File: src/rtl/qpwm_pkg.sv
package qpwm_pkg;
  localparam int NCH = 4;

  // control-word bit of each channel's enable; invert and mode follow at +2, +3
  function automatic int en_bit(input int ch);
    return (ch == 0) ? 0 : (4 + 4 * ch);
  endfunction

  function automatic logic [31:0] ctrl_mask();
    logic [31:0] m;
    m = '0;
    for (int k = 0; k < NCH; k++) begin
      m[en_bit(k)]     = 1'b1;
      m[en_bit(k) + 2] = 1'b1;
      m[en_bit(k) + 3] = 1'b1;
    end
    return m;
  endfunction

  localparam logic [31:0] CTRL_MASK = ctrl_mask();
endpackage

File: src/rtl/qpwm_regs.sv
module qpwm_regs #(
  parameter int CNT_W  = 8,
  parameter int ADDR_W = 5
) (
  input  logic                                 clk,
  input  logic                                 rst,
  input  logic                                 bus_wr,
  input  logic [ADDR_W-1:0]                    bus_addr,
  input  logic [31:0]                          bus_wdata,
  output logic [31:0]                          bus_rdata,
  output logic [15:0]                          pre_q,
  output logic [15:0]                          sel_q,
  output logic [31:0]                          ctrl_q,
  output logic [qpwm_pkg::NCH-1:0][CNT_W-1:0]  period_q,
  output logic [qpwm_pkg::NCH-1:0][CNT_W-1:0]  cmp_q,
  input  logic [qpwm_pkg::NCH-1:0][CNT_W-1:0]  live_cnt
);
  import qpwm_pkg::*;

  localparam int PER_BASE = 3;
  localparam int STRIDE   = 3;

  logic [31:0] rd_mux;

  always_ff @(posedge clk) begin
    if (rst) begin
      pre_q    <= '0;
      sel_q    <= '0;
      ctrl_q   <= '0;
      period_q <= '0;
      cmp_q    <= '0;
    end else if (bus_wr) begin
      if (int'(bus_addr) == 0) pre_q  <= bus_wdata[15:0];
      if (int'(bus_addr) == 1) sel_q  <= bus_wdata[15:0];
      if (int'(bus_addr) == 2) ctrl_q <= bus_wdata & CTRL_MASK;
      for (int k = 0; k < NCH; k++) begin
        if (int'(bus_addr) == PER_BASE + STRIDE * k)     period_q[k] <= bus_wdata[CNT_W-1:0];
        if (int'(bus_addr) == PER_BASE + STRIDE * k + 1) cmp_q[k]    <= bus_wdata[CNT_W-1:0];
      end
    end
  end

  always_comb begin
    rd_mux = '0;
    case (int'(bus_addr))
      0:       rd_mux = {16'h0, pre_q};
      1:       rd_mux = {16'h0, sel_q};
      2:       rd_mux = ctrl_q;
      default: rd_mux = '0;
    endcase
    for (int k = 0; k < NCH; k++) begin
      if (int'(bus_addr) == PER_BASE + STRIDE * k)     rd_mux = 32'(period_q[k]);
      if (int'(bus_addr) == PER_BASE + STRIDE * k + 1) rd_mux = 32'(cmp_q[k]);
      if (int'(bus_addr) == PER_BASE + STRIDE * k + 2) rd_mux = 32'(live_cnt[k]);
    end
  end

  always_ff @(posedge clk) begin
    if (rst) bus_rdata <= '0;
    else     bus_rdata <= rd_mux;
  end
endmodule

File: src/rtl/qpwm_prescale.sv
module qpwm_prescale #(
  parameter int DIV_W = 8
) (
  input  logic             clk,
  input  logic             rst,
  input  logic [DIV_W-1:0] div,
  output logic             tick
);
  logic [DIV_W-1:0] cnt;

  always_ff @(posedge clk) begin
    if (rst || div == '0)   cnt <= '0;
    else if (cnt >= div)    cnt <= '0;
    else                    cnt <= cnt + 1'b1;
  end

  assign tick = (div != '0) && (cnt == div);

  // a nonzero ratio makes the tick period at least two clocks
  assert_tick_spacing_R3: assert property (@(posedge clk) disable iff (rst)
    tick |=> !tick);
endmodule

File: src/rtl/qpwm_channel.sv
module qpwm_channel #(
  parameter int CNT_W = 8
) (
  input  logic             clk,
  input  logic             rst,
  input  logic             pre_tick,
  input  logic [3:0]       sel,
  input  logic             en,
  input  logic             inv,
  input  logic             mode,
  input  logic [CNT_W-1:0] period,
  input  logic [CNT_W-1:0] cmp,
  output logic [CNT_W-1:0] cnt_val,
  output logic             pwm
);
  logic [CNT_W-1:0] cnt, cmp_act;
  logic [3:0]       sdiv, lim;
  logic             run, en_q, en_rise, ch_tick, wrap;

  always_comb begin
    case (sel)
      4'd0:    lim = 4'd1;
      4'd1:    lim = 4'd3;
      4'd2:    lim = 4'd7;
      4'd3:    lim = 4'd15;
      default: lim = 4'd0;
    endcase
  end

  assign en_rise = en && !en_q;
  assign ch_tick = run && pre_tick && (sdiv >= lim);
  assign wrap    = ch_tick && (cnt == '0);

  always_ff @(posedge clk) begin
    if (rst) begin
      cnt     <= '0;
      cmp_act <= '0;
      sdiv    <= '0;
      run     <= 1'b0;
      en_q    <= 1'b0;
      pwm     <= 1'b0;
    end else begin
      en_q <= en;
      if (!en) begin
        run  <= 1'b0;
        sdiv <= '0;
      end else if (en_rise) begin
        cnt     <= period;
        cmp_act <= cmp;
        run     <= 1'b1;
        sdiv    <= '0;
      end else if (run && pre_tick) begin
        sdiv <= (sdiv >= lim) ? 4'd0 : sdiv + 4'd1;
        if (ch_tick) begin
          if (cnt != '0) begin
            cnt <= cnt - 1'b1;
          end else if (mode) begin
            cnt     <= period;
            cmp_act <= cmp;
          end else begin
            run <= 1'b0;
          end
        end
      end
      pwm <= (run && (cnt <= cmp_act)) ^ inv;
    end
  end

  assign cnt_val = cnt;

  // compare is taken into use only at enable or reload
  assert_cmp_hold_R8: assert property (@(posedge clk) disable iff (rst)
    !(en_rise || wrap) |=> $stable(cmp_act));

  // a running counter steps down by one per channel tick
  assert_count_down_R5: assert property (@(posedge clk) disable iff (rst)
    (en && !en_rise && ch_tick && cnt != '0) |=> (cnt == $past(cnt) - 1'b1));

  // an idle channel drives its invert level
  assert_idle_level_R10: assert property (@(posedge clk) disable iff (rst)
    !run |=> (pwm == $past(inv)));

  // one-shot run ends with the counter parked at zero
  assert_oneshot_park_R7: assert property (@(posedge clk) disable iff (rst)
    (en && !en_rise && wrap && !mode) |=> (!run && cnt == '0));
endmodule

File: src/rtl/quad_pwm_gen.sv
module quad_pwm_gen #(
  parameter int CNT_W  = 8,
  parameter int ADDR_W = 5
) (
  input  logic              clk,
  input  logic              rst,
  input  logic              bus_wr,
  input  logic [ADDR_W-1:0] bus_addr,
  input  logic [31:0]       bus_wdata,
  output logic [31:0]       bus_rdata,
  output logic [3:0]        pwm_out
);
  import qpwm_pkg::*;

  localparam int NPAIR = NCH / 2;

  logic [15:0]                  pre_q, sel_q;
  logic [31:0]                  ctrl_q;
  logic [NCH-1:0][CNT_W-1:0]    period_q, cmp_q, live_cnt;
  logic [NPAIR-1:0]             pair_tick;

  qpwm_regs #(.CNT_W(CNT_W), .ADDR_W(ADDR_W)) regs_i (
    .clk(clk), .rst(rst), .bus_wr(bus_wr), .bus_addr(bus_addr),
    .bus_wdata(bus_wdata), .bus_rdata(bus_rdata), .pre_q(pre_q),
    .sel_q(sel_q), .ctrl_q(ctrl_q), .period_q(period_q), .cmp_q(cmp_q),
    .live_cnt(live_cnt)
  );

  for (genvar p = 0; p < NPAIR; p++) begin : g_pre
    qpwm_prescale #(.DIV_W(8)) pre_i (
      .clk(clk), .rst(rst), .div(pre_q[8*p +: 8]), .tick(pair_tick[p])
    );
  end

  for (genvar g = 0; g < NCH; g++) begin : g_ch
    localparam int EB = en_bit(g);
    qpwm_channel #(.CNT_W(CNT_W)) ch_i (
      .clk(clk), .rst(rst), .pre_tick(pair_tick[g / 2]),
      .sel(sel_q[4*g +: 4]), .en(ctrl_q[EB]), .inv(ctrl_q[EB + 2]),
      .mode(ctrl_q[EB + 3]), .period(period_q[g]), .cmp(cmp_q[g]),
      .cnt_val(live_cnt[g]), .pwm(pwm_out[g])
    );
  end
endmodule

File: config.mk
export PLATFORM = sky130hd
export DESIGN_NAME = quad_pwm_gen
export DESIGN_NICKNAME = d
export VERILOG_FILES = /design/src/rtl/qpwm_pkg.sv /design/src/rtl/qpwm_regs.sv /design/src/rtl/qpwm_prescale.sv /design/src/rtl/qpwm_channel.sv /design/src/rtl/quad_pwm_gen.sv
export SDC_FILE = /design/constraint.sdc
export NUM_CORES = 1
export LEC_CHECK = 0
export BUFFER_PORTS_ARGS = -buffer_cell sky130_fd_sc_hd__buf_2
export CAP_MARGIN = 30
export CORE_MARGIN = 2
export CORE_UTILIZATION = 35
export DETAILED_ROUTE_END_ITERATION = 8
export PLACE_DENSITY_LB_ADDON = 0.25
export REMOVE_ABC_BUFFERS = 1
export SLEW_MARGIN = 30
export SYNTH_ARGS = -nofsm -noshare
export SYNTH_HDL_FRONTEND = slang
export SYNTH_SLANG_ARGS = --single-unit
File: constraint.sdc
create_clock -name clk -period 4.9 [get_ports clk]
set_clock_uncertainty 0.15 [all_clocks]
set_input_delay 0.245 -clock clk [delete_from_list [all_inputs] [get_ports clk]]
set_output_delay 0.245 -clock clk [all_outputs]
set_load 0.05 [all_outputs]
==> metrics, run 1 <==
Top FF cell, synth dfxtp_1; number of global-route vias before repair 11100; Gate Count Post-Synth 1613; worst rel slew slack 0.363; fin crit share 0.699; Ys Warns 0; WHS 0.0905 ns; initial antenna violation count 3; Die Ht 198 um; # DRC 0; most common cell after layout, fill and taps aside dfxtp_1; Total Routed Length 40.2 mm; WP data required 5.24 ns; synth unique cells 81; RSZ-0062 raised after global routing no; syn avg cell area 8.15 sq um; crit path cell chain dlygate4sd3_1 -> buf_2 -> nor2b_1 -> nand2_1 -> nor2_1 -> buf_4 -> nand2_1 -> a21oi_1 -> dlygate4sd3_1; Hold Startpoint bus_addr[4]; worst-margin pin slew 0.953 ns; Final Hold Viols 0; pre-CTS WS 1.66 ns; worst-path fanout max 18; Synth Cell Area 0.0131 sq mm; die area 0.0391 sq mm; startpoint types input port; max incr delay on CP 0.75 ns; Final Critical Period 3.42 ns; H-tree lvl count 1; WL/cell 18.9 um; crit path kind input port to flop; Port Buffers 49; total negative slack 0 ns; Core Rows 70; pin count of the biggest net entering global routing 74; Post-synth EDFFs 0; Starting Density 0.357; worst flop-to-flop path startpoint regs_i.pre_q[5]; placed wire-length estimate 28.5 mm; core area 0.0368 sq mm; die span in x 198 um; root buf cell clkbuf_16; Area Growth Syn to Fin 12.5%; Pleak 5.39 nW; Nets 1755; Post-synth ARST share 0; Sink Count 235; share of cells above drive strength 1 0.0911; vias per cell 5.53; clock buffer depth 3; Post-CTS Setup Bufs 0; total gr overflow 0; most frequent cells in the layout dfxtp_1, nand2_1, a21oi_1, nor2_1, o21ai_0; Hold Buf Count CTS 22; HP Class input port to flop; final setup fails 0; Fmax achieved 292 MHz; routability cong. 0.910; reg2reg path depth 7; global-route wire length before repair 63.8 mm; worst-skew pair later-pin latency 0.56 ns; # IOs 76; Hold Path Sink regs_i.bus_rdata[1]; clock transition at the registers of the reported paths 0.06 ns; number of synthesized register bits 235; Final Max Slew Viols 0; starting DRC count in detailed routing 1190; CTS resizes 0; DR pass1 iterations 7; max_cap viols 0; slowest CP cell nor2b_1; Final ANT Viol Nets 0; TritonCTS buffer count 27; r2r endpoint g_ch[1].ch_i.cmp_act[1]; status finished clean; Worst VDD drop 0.224 mV; Vias 11800; Filler Cells Inserted 3747; sequential element share of the synthesized area 0.358; worst hold stages 4; Reg2Reg Setup Slack 1.91 ns; arrival time worst endpoint 3.76 ns; power per cell area 288 mW/mm^2; GR Util All Layers 0.207; CP endpoint kind flop; total chip power 4.26 mW; CTS tree built; setup ws final 1.48 ns
## critical path, delay by kind of cell
family | cells | cell delay [ns]
simple gates | 4 | 1.82
buf+inv | 4 | 1.59
compound gates | 1 | 0.11
## cells in the mapped netlist, drive strengths merged (13+ instances only)
library cell,number,area (sq um)
nor3,34,170
a211oi,18,135
a21o,26,200
dfxtp,235,4700
buf,35,225
ha,78,976
nor2b,22,138
nand2b,13,81.3
nand2,197,739
mux2i,80,801
o21ai,99,499
nor4,13,113
a21oi,182,911
clkbuf,63,236
inv,83,312
nand3,63,315
nor2,142,538
## metal layers
metal | routed length (um) | vias to the layer above | part of all wire | GRT usage
li1 | - | 5779 | - | -
met1 | 18700 | 5561 | 0.46 | 0.286
met2 | 17600 | 350 | 0.44 | 0.326
met3 | 2790 | 78 | 0.069 | 0.0361
met4 | 1140 | 4 | 0.028 | 0.0679
met5 | 23 | - | 0.00057 | 0
## flip-flops by register name (all words and copies together) (netlist names)
register,cells
regs_i.bus_rdata,19
g_pre.pre_i.cnt,16
regs_i.period_q,32
regs_i.sel_q,16
regs_i.cmp_q,32
g_ch.ch_i.en_q,4
regs_i.pre_q,16
g_ch.ch_i.cmp_act,32
g_ch.ch_i.run,4
g_ch.ch_i.cnt_val,32
regs_i.ctrl_q,12
g_ch.ch_i.pwm,4
g_ch.ch_i.sdiv,16
## worst max path at each step
stage	from	slack, ns	end	depth (start not counted)
floorplan	regs_i.pre_q[5]	2.40	g_ch[1].ch_i.cmp_act[0]	7
global placement	bus_addr[0]	1.72	regs_i.sel_q[9]	8
detailed placement	bus_addr[0]	1.66	regs_i.sel_q[14]	8
CTS	bus_addr[0]	1.55	regs_i.ctrl_q[11]	9
global route	bus_addr[0]	1.32	regs_i.ctrl_q[11]	9
finish	bus_addr[0]	1.48	regs_i.ctrl_q[11]	9
## cell type report
class | instances | area, sq um | share of cell area
Antenna cell | 1 | 2.50 | 0.000169
Clock inverter | 12 | 139 | 0.00939
Multi-Input combinational cell | 1208 | 7720 | 0.522
Clock buffer | 38 | 777 | 0.0525
Timing Repair Buffer | 81 | 547 | 0.0370
Inverter | 84 | 315 | 0.0213
Tap cell | 468 | 586 | 0.0396
Sequential cell | 235 | 4700 | 0.318
## power breakdown
| part | internal, mW | switching (mW) |
|---|---|---|
| registers | 1.92 | 0.00939 |
| clock network | 1.26 | 0.821 |
| logic | 0.0666 | 0.186 |
## kinds of logic after synthesis
| group | synth area share |
|---|---|
| other cells | 0.000285 |
| compound gates | 0.217 |
| flops | 0.358 |
| fa+ha+maj | 0.0742 |
| xor+xnor | 0.00999 |
| simple gates | 0.206 |
| buf+inv | 0.0591 |
| mux | 0.0755 |
## metrics by stage
step / cells / area [sq um] / utilization
after floorplan: 1527 / 12700 / -
after global placement: 2054 / 13600 / 0.371
after detailed placement: 2054 / 13700 / 0.371
after CTS: 2126 / 14800 / 0.402
after global routing: 2126 / 14800 / 0.402
final: 2127 / 14800 / 0.402
Note: power is estimated with default switching activity, not from simulation.
==> inputs of run 2 (changes only) <==
==> constraint.sdc (replaced) <==
create_clock -name clk -period 3 [get_ports clk]
set_clock_uncertainty 0.15 [all_clocks]
set_input_delay 0.15 -clock clk [delete_from_list [all_inputs] [get_ports clk]]
set_output_delay 0.15 -clock clk [all_outputs]
set_load 0.05 [all_outputs]
==> metrics, run 2 (synthesis gave the netlist of run 1 again) <==
status finished clean (unchanged); Starting Density 0.357 (unchanged); WL met1 19.2 mm (was 18.7 mm); Die Ht 198 um (unchanged); die area 0.0391 sq mm (unchanged); GR Util All Layers 0.212 (was 0.207); final setup fails 0 (unchanged); CTS tree built (unchanged); met2 routed WL 18.0 mm (was 17.6 mm); DP Area 0.0140 sq mm (was 0.0137 sq mm); starting DRC count in detailed routing 1221 (was 1190); pin count of the biggest net entering global routing 123 (was 74); HP Class input port to flop (unchanged); CP endpoint kind flop (unchanged); clock buffer depth 3 (unchanged); WL/cell 19.0 um (was 18.9 um); WP data required 3.31 ns (was 5.24 ns); total chip power 7.09 mW (was 4.26 mW); startpoint types flop (was input port); total gr overflow 0 (unchanged); Final Critical Period 2.72 ns; RSZ-0062 raised after global routing no (unchanged); die span in x 198 um (unchanged); H-tree lvl count 1 (unchanged); met3 wire length 2.45 mm (was 2.79 mm); # diodes 0 (was 1); Core Rows 70 (unchanged); worst-path fanout max 8 (was 18); Final Max Slew Viols 0 (unchanged); CTS resizes 0 (unchanged); Final Hold Viols 0 (unchanged); Area Growth Syn to Fin 15.0% (was 12.5%); # IOs 76 (unchanged); max_cap viols 0 (unchanged); arrival time worst endpoint 3.04 ns (was 3.76 ns); Worst VDD drop 0.321 mV (was 0.224 mV); Final ANT Viol Nets 0 (unchanged); crit path kind flop to flop (was input port to flop); global-route wire length before repair 65.0 mm (was 63.8 mm); initial antenna violation count 1 (was 3); routability cong. 0.926 (was 0.910); TritonCTS buffer count 29 (was 27); number of global-route vias before repair 11400 (was 11100); most common cell after layout, fill and taps aside dfxtp_1 (unchanged); DR pass1 iterations 6 (was 7); power per cell area 469 mW/mm^2 (was 288 mW/mm^2); Sink Count 235 (unchanged); clock transition at the registers of the reported paths 0.06 ns (about the same); placed wire-length estimate 29.6 mm (was 28.5 mm); Pleak 5.60 nW (was 5.39 nW); top sig layer met5 (unchanged); WHS 0.0136 ns (was 0.0905 ns); worst-margin pin slew 0.859 ns (was 0.953 ns); share of cells above drive strength 1 0.110 (was 0.0911); Total Routed Length 41.0 mm (was 40.2 mm); Vias 12000 (was 11800); Nets 1796 (was 1755); # DRC 0 (unchanged); most frequent cells in the layout dfxtp_1, nand2_1, a21oi_1, nor2_1, o21ai_0 (unchanged); Fmax achieved 367 MHz; worst rel slew slack 0.422 (was 0.363); root buf cell clkbuf_16 (unchanged); final core occ 0.411 (was 0.402); Post-Layout Inst Area 0.0151 sq mm (was 0.0148 sq mm); fin crit share 0.907; total negative slack 0 ns (unchanged); worst-skew pair later-pin latency 0.55 ns (was 0.56 ns); Port Buffers 49 (unchanged); core area 0.0368 sq mm (unchanged); vias per cell 5.56 (was 5.53)
==> run 2: cell type report <==
| type | instances | area [sq um] |
|---|---|---|
| inverters | 84 | 315 |
| fillers | 3710 | 21700 |
| multi-input cells | 1208 | 7710 |
| clock inverters | 8 | 121 |
| flip-flops and latches | 235 | 4700 |
| clock buffers | 42 | 825 |
| repair buffers | 120 | 862 |
| well taps | 468 | 586 |
==> run 2: stage by stage <==
stage | instances | worst slack [ns]
floorplan | 1527 | 0.500
global placement | 2094 | 0.369
detailed placement | 2094 | 0.270
CTS | 2165 | 0.249
global route | 2165 | 0.0997
finish | 2165 | 0.278
==> run 2: layer usage <==
layer,vias up,track usage
li1,5884,-
met1,5663,0.295
met2,393,0.332
met3,86,0.0276
met4,2,0.0796
met5,-,0
==> run 2: what timing repair did <==
action	4_1_cts	5_1_grt
hold endpoints to repair	116	0
setup buffers	0	0
hold buffers	21	0
==> run 2: critical path: stages, from the launching register on <==
cell and delay [ns]:
dfxtp_1 0.32, nor2_1 0.33, o21ai_0 0.18, ha_1 0.33, a2111o_1 0.47, and2_1 0.22, a31oi_4 0.38, mux2i_1 0.26
==> run 2: report_power, final <==
part           switching [mW]  internal [mW]  total (mW)
logic                   0.310          0.125       0.435
clock network            1.36           2.15        3.51
registers              0.0150           3.14        3.15
==> run 2: path summary, 6_finish.rpt <==
kind | start | end | slack, ns | depth (start not counted)
setup / recovery | regs_i.sel_q[15] | g_ch[3].ch_i.cmp_act[7] | 0.28 | 7
hold / removal | bus_addr[3] | regs_i.bus_rdata[1] | 0.01 | 4
setup reg to reg | regs_i.sel_q[15] | g_ch[3].ch_i.cmp_act[7] | 0.28 | 7
hold reg to reg | g_ch[3].ch_i.cmp_act[2] | g_ch[3].ch_i.cmp_act[2] | 0.31 | 2
==> inputs of run 3 (changes only) <==
--- a/config.mk
+++ b/config.mk
@@ -5,7 +5,7 @@
 export SDC_FILE = /design/constraint.sdc
 export NUM_CORES = 1
 export LEC_CHECK = 0
-export BUFFER_PORTS_ARGS = -buffer_cell sky130_fd_sc_hd__buf_2
+export BUFFER_PORTS_ARGS = -buffer_cell sky130_fd_sc_hd__buf_4
 export CAP_MARGIN = 30
 export CORE_MARGIN = 2
 export CORE_UTILIZATION = 35
==> metrics, run 3 (synthesis gave the netlist of run 1 again) <==
status finished clean (unchanged); final setup fails 0 (unchanged); placed wire-length estimate 29.1 mm (was 29.6 mm); # IOs 76 (unchanged); WP data required 3.31 ns (about the same); root buf cell clkbuf_16 (unchanged); CTS tree built (unchanged); GR Util All Layers 0.208 (was 0.212); H-tree lvl count 1 (unchanged); WHS 0.0651 ns (was 0.0136 ns); worst-path fanout max 7 (was 8); RSZ-0062 raised after global routing no (unchanged); Final ANT Viol Nets 0 (unchanged); Crit. Startpoint regs_i.pre_q[5] (was regs_i.sel_q[15]); Sink Count 235 (unchanged); total negative slack 0 ns (unchanged); pin count of the biggest net entering global routing 93 (was 123); arrival time worst endpoint 3.00 ns (was 3.04 ns); Die Ht 198 um (unchanged); Nets 1792 (was 1796); Port Buffers 49 (unchanged); initial antenna violation count 1 (unchanged); Vias 12000 (about the same); power per cell area 466 mW/mm^2 (was 469 mW/mm^2); fin crit share 0.896 (was 0.907); Buf/Inv on CP 2 (was 0); cell family with most CP delay compound AO/OA/AOI/OAI gates (unchanged); routability cong. 0.897 (was 0.926); most frequent cells in the layout dfxtp_1, nand2_1, a21oi_1, nor2_1, o21ai_0 (unchanged); Pleak 5.59 nW (was 5.60 nW); share of cells above drive strength 1 0.109 (was 0.110); TritonCTS buffer count 27 (was 29); Hold Startpoint bus_wr (was bus_addr[3]); Fmax achieved 372 MHz (was 367 MHz); Area Growth Syn to Fin 15.6% (was 15.0%); Final Critical Period 2.69 ns (was 2.72 ns); max incr delay on CP 0.62 ns (was 0.47 ns); clock buffer depth 3 (unchanged); crit path kind flop to flop (unchanged); worst-margin pin slew 0.886 ns (was 0.859 ns); worst rel slew slack 0.401 (was 0.422); max_cap viols 0 (unchanged); Post-CTS Setup Bufs 0 (unchanged); number of global-route vias before repair 11400 (about the same); # diodes 0 (unchanged); most common cell after layout, fill and taps aside dfxtp_1 (unchanged); crit path cell chain inv_1 -> ha_1 -> nand4_1 -> a2111oi_2 -> buf_4 -> a41o_1 -> o21ai_0 -> a21oi_1 (was nor2_1 -> o21ai_0 -> ha_1 -> a2111o_1 -> and2_1 -> a31oi_4 -> mux2i_1); CTS resizes 0 (unchanged); DR pass1 iterations 6 (unchanged); die area 0.0391 sq mm (unchanged); die span in x 198 um (unchanged); CP endpoint kind flop (unchanged); # DRC 0 (unchanged); Starting Density 0.357 (unchanged); Total Routed Length 40.7 mm (was 41.0 mm); worst-skew pair later-pin latency 0.54 ns (was 0.55 ns); Final Hold Viols 0 (unchanged); Worst VDD drop 0.377 mV (was 0.321 mV); core area 0.0368 sq mm (unchanged); WL/cell 18.9 um (was 19.0 um); Core Rows 70 (unchanged); HP Class input port to flop (unchanged); slowest CP cell a2111oi_2 (was a2111o_1); global-route wire length before repair 64.2 mm (was 65.0 mm); vias per cell 5.57 (was 5.56); Final Max Slew Viols 0 (unchanged); starting DRC count in detailed routing 1067 (was 1221); clock transition at the registers of the reported paths 0.06 ns (about the same); Hold Buf Count CTS 22 (was 21); worst flop-to-flop path startpoint regs_i.pre_q[5] (was regs_i.sel_q[15]); total gr overflow 0 (unchanged); startpoint types flop (unchanged)
## run 3: cell count changes in the layout (fill, tap and decap cells not counted), sizes merged
cell	before	now
inv	84	83
clkinv	4	5
buf	99	96
clkbuf	42	36
dlygate4sd3	21	22
bufinv	3	4
clkinvlp	1	2
## run 3: final timing paths
check | slack, ns | cells past startpoint | endpoint
max | 0.31 | 8 | g_ch[0].ch_i.cnt_val[3]
max reg2reg | 0.31 | 8 | g_ch[0].ch_i.cnt_val[3]
min reg2reg | 0.31 | 2 | g_ch[3].ch_i.cmp_act[3]
min | 0.07 | 4 | regs_i.ctrl_q[0]
## run 3: area by class of cell
class                      count  area, sq um
tap                          468          586
sequential                   235         4700
clock buffer                  36          769
clock inverter                10          155
timing repair buffer         118          957
multi-input combinational   1208         7710
fill                        3738        21600
inverter                      84          315
## run 3: metal layers
layer  vias to the layer above  GRT usage  wire length [um]
li1                       5862          -                 -
met2                       406      0.330             17900
met4                         2     0.0691              1240
met3                        83     0.0346              2740
met1                      5673      0.286             18800
met5                         -          0                13
## run 3: per-stage QoR
step                      power [mW]   util  cells  setup slack, ns  cell area, sq um
after CTS                       7.14  0.413   2159            0.294             15200
after global routing            7.31  0.413   2159           0.0868             15200
after global placement          3.63  0.382   2091            0.365             14100
final                           7.08  0.413   2159            0.313             15200
after floorplan                 3.40      -   1527            0.500             12700
after detailed placement        3.63  0.382   2091            0.313             14100
## run 3: report_power, final
part | switching (mW) | leakage (nW) | internal [mW]
registers | 0.0151 | 1.89 | 3.14
clock network | 1.36 | 0.452 | 2.12
logic | 0.310 | 3.25 | 0.134
total | 1.68 | 5.59 | 5.39
## run 3: tightest hold or removal path, cell delays in order
cell,delay (ns)
buf_4,0.16
nand3_1,0.21
nand2_1,0.08
a21oi_1,0.12
